`src/rtl/wdog_pkg.sv`:
```
package wdog_pkg;
  localparam int unsigned REG_ADDR_W = 12;
  localparam int unsigned REG_DATA_W = 32;

  localparam logic [REG_ADDR_W-1:0] OFF_RELOAD = 12'h000;
  localparam logic [REG_ADDR_W-1:0] OFF_COUNT  = 12'h004;
  localparam logic [REG_ADDR_W-1:0] OFF_CTRL   = 12'h008;
  localparam logic [REG_ADDR_W-1:0] OFF_ACK    = 12'h00C;
  localparam logic [REG_ADDR_W-1:0] OFF_STAT   = 12'h014;
  localparam logic [REG_ADDR_W-1:0] OFF_GUARD  = 12'hC00;

  localparam logic [REG_DATA_W-1:0] GUARD_KEY = 32'h1ACC_E551;

  typedef enum logic [2:0] {
    SEL_NONE, SEL_RELOAD, SEL_COUNT, SEL_CTRL, SEL_ACK, SEL_STAT, SEL_GUARD
  } reg_sel_e;
endpackage

```
`src/rtl/wdog_rst_sync.sv`:
```
module wdog_rst_sync #(
  parameter int unsigned STAGES = 2
) (
  input  logic clk,
  input  logic rst_n,
  output logic rst_n_sync
);
  logic [STAGES-1:0] sync_q;
  logic [STAGES-1:0] sync_d;

  always_comb begin
    sync_d = {sync_q[STAGES-2:0], 1'b1};
  end

  always_ff @(posedge clk or negedge rst_n) begin
    if (!rst_n) sync_q <= '0;
    else        sync_q <= sync_d;
  end

  assign rst_n_sync = sync_q[STAGES-1];
endmodule

```
`src/rtl/wdog_regs.sv`:
```
module wdog_regs
  import wdog_pkg::*;
#(
  parameter int unsigned CNT_W = 32
) (
  input  logic                  clk,
  input  logic                  rst_n,
  input  logic                  we,
  input  logic [REG_ADDR_W-1:0] addr,
  input  logic [REG_DATA_W-1:0] wdata,
  input  logic [CNT_W-1:0]      count,
  input  logic                  pending,
  output logic [REG_DATA_W-1:0] rdata,
  output logic [CNT_W-1:0]      reload_val,
  output logic                  cnt_en,
  output logic                  rst_en,
  output logic                  restart,
  output logic [CNT_W-1:0]      restart_val,
  output logic                  ack
);
  reg_sel_e         sel;
  logic             locked_q, locked_d;
  logic [CNT_W-1:0] reload_q, reload_d;
  logic [1:0]       ctrl_q, ctrl_d;
  logic             wr_ok;

  always_comb begin
    unique case (addr)
      OFF_RELOAD: sel = SEL_RELOAD;
      OFF_COUNT:  sel = SEL_COUNT;
      OFF_CTRL:   sel = SEL_CTRL;
      OFF_ACK:    sel = SEL_ACK;
      OFF_STAT:   sel = SEL_STAT;
      OFF_GUARD:  sel = SEL_GUARD;
      default:    sel = SEL_NONE;
    endcase
  end

  assign wr_ok = we && !locked_q;

  always_comb begin
    locked_d    = locked_q;
    reload_d    = reload_q;
    ctrl_d      = ctrl_q;
    restart     = 1'b0;
    restart_val = reload_q;
    ack         = 1'b0;
    if (we && sel == SEL_GUARD) locked_d = (wdata != GUARD_KEY);
    if (wr_ok) begin
      case (sel)
        SEL_RELOAD: begin
          reload_d    = wdata[CNT_W-1:0];
          restart     = 1'b1;
          restart_val = wdata[CNT_W-1:0];
        end
        SEL_CTRL: ctrl_d = wdata[1:0];
        SEL_ACK: begin
          ack     = 1'b1;
          restart = 1'b1;
        end
        default: ;
      endcase
    end
  end

  always_ff @(posedge clk or negedge rst_n) begin
    if (!rst_n) begin
      locked_q <= 1'b1;
      reload_q <= '1;
      ctrl_q   <= '0;
    end else begin
      locked_q <= locked_d;
      reload_q <= reload_d;
      ctrl_q   <= ctrl_d;
    end
  end

  always_comb begin
    rdata = '0;
    case (sel)
      SEL_RELOAD: rdata[CNT_W-1:0] = reload_q;
      SEL_COUNT:  rdata[CNT_W-1:0] = count;
      SEL_CTRL:   rdata[1:0]       = ctrl_q;
      SEL_STAT:   rdata[0]         = pending;
      SEL_GUARD:  rdata[0]         = locked_q;
      default:    rdata = '0;
    endcase
  end

  assign reload_val = reload_q;
  assign cnt_en     = ctrl_q[0];
  assign rst_en     = ctrl_q[1];

  // a closed lock blocks every protected write
  a_r3_locked_no_write: assert property (@(posedge clk) disable iff (!rst_n)
    (we && locked_q && sel != SEL_GUARD) |=> ($stable(reload_q) && $stable(ctrl_q)));
  // the key opens, anything else closes
  a_r2_key_opens: assert property (@(posedge clk) disable iff (!rst_n)
    (we && sel == SEL_GUARD && wdata == GUARD_KEY) |=> !locked_q);
endmodule

```
`src/rtl/wdog_counter.sv`:
```
module wdog_counter #(
  parameter int unsigned CNT_W = 32
) (
  input  logic             clk,
  input  logic             rst_n,
  input  logic             en,
  input  logic             rst_en,
  input  logic [CNT_W-1:0] reload_val,
  input  logic             restart,
  input  logic [CNT_W-1:0] restart_val,
  input  logic             ack,
  output logic [CNT_W-1:0] count,
  output logic             pending,
  output logic             rst_req
);
  logic [CNT_W-1:0] cnt_q, cnt_d;
  logic             pend_q, pend_d;
  logic             rreq_q, rreq_d;
  logic             expire;

  assign expire = en && !restart && (cnt_q == '0);

  always_comb begin
    cnt_d  = cnt_q;
    pend_d = pend_q;
    rreq_d = rreq_q;
    if (restart) begin
      cnt_d = restart_val;
    end else if (en) begin
      cnt_d = (cnt_q == '0) ? reload_val : cnt_q - 1'b1;
    end
    if (expire) begin
      if (!pend_q)     pend_d = 1'b1;
      else if (rst_en) rreq_d = 1'b1;
    end
    if (ack) pend_d = 1'b0;
  end

  always_ff @(posedge clk or negedge rst_n) begin
    if (!rst_n) begin
      cnt_q  <= '1;
      pend_q <= 1'b0;
      rreq_q <= 1'b0;
    end else begin
      cnt_q  <= cnt_d;
      pend_q <= pend_d;
      rreq_q <= rreq_d;
    end
  end

  assign count   = cnt_q;
  assign pending = pend_q;
  assign rst_req = rreq_q;

  // once raised, the reset request holds
  a_r7_rst_sticky: assert property (@(posedge clk) disable iff (!rst_n)
    rreq_q |=> rreq_q);
  // escalation only from an already pending flag
  a_r7_two_stage: assert property (@(posedge clk) disable iff (!rst_n)
    $rose(rreq_q) |-> ($past(pend_q) && $past(rst_en)));
  // frozen count while disabled and untouched
  a_r10_frozen: assert property (@(posedge clk) disable iff (!rst_n)
    (!en && !restart) |=> $stable(cnt_q));
  // clear always drops the pending flag
  a_r9_ack_clears: assert property (@(posedge clk) disable iff (!rst_n)
    ack |=> !pend_q);
endmodule

```
`src/rtl/wdog_two_stage.sv`:
```
module wdog_two_stage
  import wdog_pkg::*;
#(
  parameter int unsigned CNT_W = 32
) (
  input  logic                  clk,
  input  logic                  rst_n,
  input  logic                  bus_we,
  input  logic [REG_ADDR_W-1:0] bus_addr,
  input  logic [REG_DATA_W-1:0] bus_wdata,
  output logic [REG_DATA_W-1:0] bus_rdata,
  output logic                  irq,
  output logic                  rst_req
);
  logic             rst_n_s;
  logic [CNT_W-1:0] count, reload_val, restart_val;
  logic             pending, cnt_en, rst_en, restart, ack;

  wdog_rst_sync #(.STAGES(2)) i_sync (
    .clk(clk), .rst_n(rst_n), .rst_n_sync(rst_n_s)
  );

  wdog_regs #(.CNT_W(CNT_W)) i_regs (
    .clk(clk), .rst_n(rst_n_s), .we(bus_we), .addr(bus_addr),
    .wdata(bus_wdata), .count(count), .pending(pending),
    .rdata(bus_rdata), .reload_val(reload_val), .cnt_en(cnt_en),
    .rst_en(rst_en), .restart(restart), .restart_val(restart_val), .ack(ack)
  );

  wdog_counter #(.CNT_W(CNT_W)) i_cnt (
    .clk(clk), .rst_n(rst_n_s), .en(cnt_en), .rst_en(rst_en),
    .reload_val(reload_val), .restart(restart), .restart_val(restart_val),
    .ack(ack), .count(count), .pending(pending), .rst_req(rst_req)
  );

  assign irq = pending && cnt_en;

  // irq never shows while counting is off
  a_r10_irq_gated: assert property (@(posedge clk) disable iff (!rst_n_s)
    irq |-> cnt_en);
endmodule

```
`config.mk`:
```
export PLATFORM = sky130hd
export DESIGN_NAME = wdog_two_stage
export DESIGN_NICKNAME = d
export VERILOG_FILES = /design/src/rtl/wdog_pkg.sv /design/src/rtl/wdog_rst_sync.sv /design/src/rtl/wdog_regs.sv /design/src/rtl/wdog_counter.sv /design/src/rtl/wdog_two_stage.sv
export SDC_FILE = /design/constraint.sdc
export NUM_CORES = 1
export LEC_CHECK = 0
export BUFFER_PORTS_ARGS = -buffer_cell sky130_fd_sc_hd__buf_4
export CORE_MARGIN = 2
export CORE_UTILIZATION = 57
export DETAILED_ROUTE_END_ITERATION = 16
export PLACE_DENSITY = 0.81
export SLEW_MARGIN = 20
export SYNTH_ARGS = -nofsm -noshare
export SYNTH_HDL_FRONTEND = slang
export SYNTH_SLANG_ARGS = --single-unit
export TNS_END_PERCENT = 50
```
`constraint.sdc`:
```
create_clock -name clk -period 2.6 [get_ports clk]
set_input_delay 0.13 -clock clk [delete_from_list [all_inputs] [get_ports clk]]
set_output_delay 0.13 -clock clk [all_outputs]
set_load 0.005 [all_outputs]
```
==> flow_metrics.env <==
export IMPL_status="finished, violations left"
export IMPL_violations="negative setup slack"
export IMPL_num_vias=5104
export IMPL_h_tree_depth=3
export IMPL_synth_xor_area_share_pct=1.615
export IMPL_syn2layout_area_growth_pct=28.04
export IMPL_core_um2=8258
export IMPL_drive_above_1_share_pct=39.38
export IMPL_final_common_cell="buf_4"
export IMPL_setup_viol=1
export IMPL_p_leak_nw=2.616
export IMPL_r2r_start="i_cnt.count[9]"
export IMPL_initial_core_util_pct=59.12
export IMPL_cts_tree="yes"
export IMPL_firstDrtPassIters=6
export IMPL_finalWorstSetupSlack_ns=-0.09779
export IMPL_insertion_delay_ns=0.36
export IMPL_yosys_area_share_simple_pct=26.40
export IMPL_drc_errors=0
export IMPL_holdWs_ns=0.002896
export IMPL_crit_chain="or4_4 > or4_4 > or4_4 > or4_1 > and4_1 > a21oi_2"
export IMPL_min_period_ns=2.698
export IMPL_antenna_found_initial=0
export IMPL_max_cap_violations=0
export IMPL_finClkSkew_ns=0.01451
export IMPL_layout_common_cells="buf_4, nand2_1, dfstp_2"
export IMPL_fmax_mhz=370.7
export IMPL_syn_area_um2=4882
export IMPL_synth_area_top_cells="dfstp_2, mux2_2, nand2_1"
export IMPL_setup_tns_ns=-0.09779
export IMPL_crit_family="simple AND/OR/NAND/NOR gates"
export IMPL_grt_overflow=0
export IMPL_ant_nets=0
export IMPL_postSynthCellCount=560
export IMPL_crit_fanout=3
export IMPL_cts_sinks=71
export IMPL_ff2ff_path_depth=6
export IMPL_synth_cell_type_count=60
export IMPL_drt_wl_total_um=15880
export IMPL_hold_violations=0
export IMPL_critical_path_slowest_cell="or4_4"
export IMPL_slew_headroom_pct=52.18
export IMPL_synth_seq_cells=71
export IMPL_dpl_hpwl_um=11270
export IMPL_worstSetupEndpointType="flop"
export IMPL_grt_pass1_vias=5020
export IMPL_criticalPathCategory="reg -> reg"
export IMPL_grt_max_degree=41
export IMPL_arrival_ns=2.99
export IMPL_die_area_um2=9322
export IMPL_peakVddDrop_v=0.0003055
export IMPL_grt_usage_pct=35.59
export IMPL_synth_compound_area_share_pct=19.45
export IMPL_sw_frac_of_total_pct=33.41
export IMPL_synthArstFlopShare_pct=100.0
export IMPL_stdcell_count=783
export IMPL_antenna_cells=0
export IMPL_ys_flop_type="dfstp_2"
export IMPL_rows=33
export IMPL_gp_congestion=0.9507
export IMPL_vias_per_cell=6.519
export IMPL_ys_seq_area_share_pct=38.06
export IMPL_path_depth=6
export IMPL_synth_top_area_share_pct=34.98
export IMPL_p_seq_share_pct=45.1
export IMPL_ios=81
export IMPL_pwr_share_clk_pct=25.2
export IMPL_hold_class="in -> reg"
export IMPL_die_w_um=96.55
export IMPL_p_per_area_nw_per_um2=507.4
export IMPL_drt_iter0_drc=473
export IMPL_internal_power_w=0.002112
export IMPL_r2r_end="i_cnt.count[21]"
export IMPL_rsz0062_at_grt="yes"
export IMPL_dp_slack_ns=-0.1933
export IMPL_synth_largest_area_cell="dfstp_2"
export IMPL_crit_required_ns=2.89
export IMPL_cts_buffer_depth=2
export IMPL_cp_slowest_stage_delay_ns=0.54
export IMPL_cpMostUsedCell="or4_4"
export IMPL_cts_root_buf="clkbuf_8"
export IMPL_die_y_um=96.55
export IMPL_synth_adder_area_share_pct=0.5126
export IMPL_syn_avg_cell_area_um2=8.718
export IMPL_wire_per_inst_um=20.28
export IMPL_r2r_slack_ns=-0.1
export IMPL_crit_path_end="i_cnt.count[21]"
export IMPL_pwr_share_comb_pct=29.7
export IMPL_min_period_over_period_pct=103.8
export IMPL_placed_cells=752
export IMPL_crit_buf_inv=0
export IMPL_synth_enable_flop_cells=0
export IMPL_synth_warnings=0
export IMPL_power_net_switching_w=0.001060
export IMPL_cts_made_buffers=9
export IMPL_port_buffers=80
export IMPL_cp_start_kind="flop"
export IMPL_synth_top_family_by_area="simple AND/OR/NAND/NOR gates"
export IMPL_tightest_slew_ns=0.7174
export IMPL_synth_mux_area_share_pct=9.508
export IMPL_synth_fp_nets=609
export IMPL_clk_pin_slew_ns=0.07
export IMPL_final_nets=722
export IMPL_startpoint="i_cnt.count[9]"
export IMPL_grt_pass1_wl_um=25270
export IMPL_slew_viol_final=0
## Yosys cell counts (9+ instances only)
cell	n
nor2_1	49
a22o_1	30
a21oi_1	21
nand4_1	10
or4_1	12
clkbuf_1	39
inv_1	9
nor4_1	18
dfstp_2	65
mux2i_1	16
nand2_1	72
o21ai_0	22
nand3_1	13
mux2_2	27
nor3_1	31
## layer usage
metal  vias up  global-route usage (%)  share of wire (%)
met2       290                   59.90                 49
met1      2461                   45.94                 41
met3        39                   5.818                8.4
li1       2314                       -                  -
met5         -                       0                  0
met4         0                   13.85                2.3
## power groups by stage
stage | Clock [W] | Combinational [W] | Sequential [W]
finish | 0.000801 | 0.000941 | 0.00143
floorplan | 0 | 0.000598 | 0.00139
detailed placement | 0 | 0.000888 | 0.00144
CTS | 0.000807 | 0.000920 | 0.00142
global route | 0.000856 | 0.00103 | 0.00145
global placement | 0 | 0.000855 | 0.00142
## flip-flops by register name, indices dropped and copies added, names as in the netlist
| name | flops |
|---|---|
| i_regs.reload_val | 32 |
| i_cnt.count | 32 |
| i_regs.ctrl_q | 2 |
| i_sync.sync_q | 2 |
| i_cnt.rst_req | 1 |
| i_regs.locked_q | 1 |
| i_cnt.pending | 1 |
## worst min path at each step
stage | endpoint | startpoint | cells after the start
detailed placement | i_sync.sync_q[0] | rst_n | 1
global placement | i_sync.sync_q[0] | rst_n | 1
finish | i_regs.reload_val[21] | bus_wdata[21] | 3
CTS | i_regs.reload_val[21] | bus_wdata[21] | 3
floorplan | i_sync.sync_q[0] | rst_n | 0
global route | i_regs.reload_val[6] | bus_wdata[6] | 3
## through the flow
stage | total power [W] | utilization, % | cell area [µm²]
2_1_floorplan | 0.001987 | - | 4895
3_3_place_gp | 0.002279 | 71.24 | 5883
3_5_place_dp | 0.002326 | 71.24 | 5883
4_1_cts | 0.003148 | 75.32 | 6220
5_1_grt | 0.003327 | 75.70 | 6251
6_report | 0.003172 | 75.70 | 6251
## logic make-up after synthesis
family / after synthesis
AO/OA/AOI/OAI: 132
flip-flops: 71
buffers and inverters: 53
XOR/XNOR: 9
adder cells (fa/ha/maj): 2
other: 1
AND/OR/NAND/NOR: 249
multiplexers: 43
## layout make-up
class,instances,area (µm²)
multi-input cells,436,2890
fillers,629,2007
flip-flops and latches,71,1859
repair buffers,146,1169
clock buffers,12,145.1
well taps,105,131.4
inverters,9,33.78
clock inverters,4,22.52
## worst min-delay path, delay by kind of cell
kind	cells	cell delay (ns)
and+or+nand+nor	2	0.10
buffers and inverters	1	0.12
## repair_timing
| action | in CTS | in global routing |
|---|---|---|
| setup endpoints to repair | 16 | 8 |
| gates cloned | 0 | 0 |
| resized for setup | 7 | 8 |
| hold buffers | 14 | 0 |
| pin swaps | 2 | 1 |
| setup buffers | 1 | 0 |
| endpoints found under the hold margin | 15 | 0 |
No activity file was read; power rests on OpenSTA's default activity.
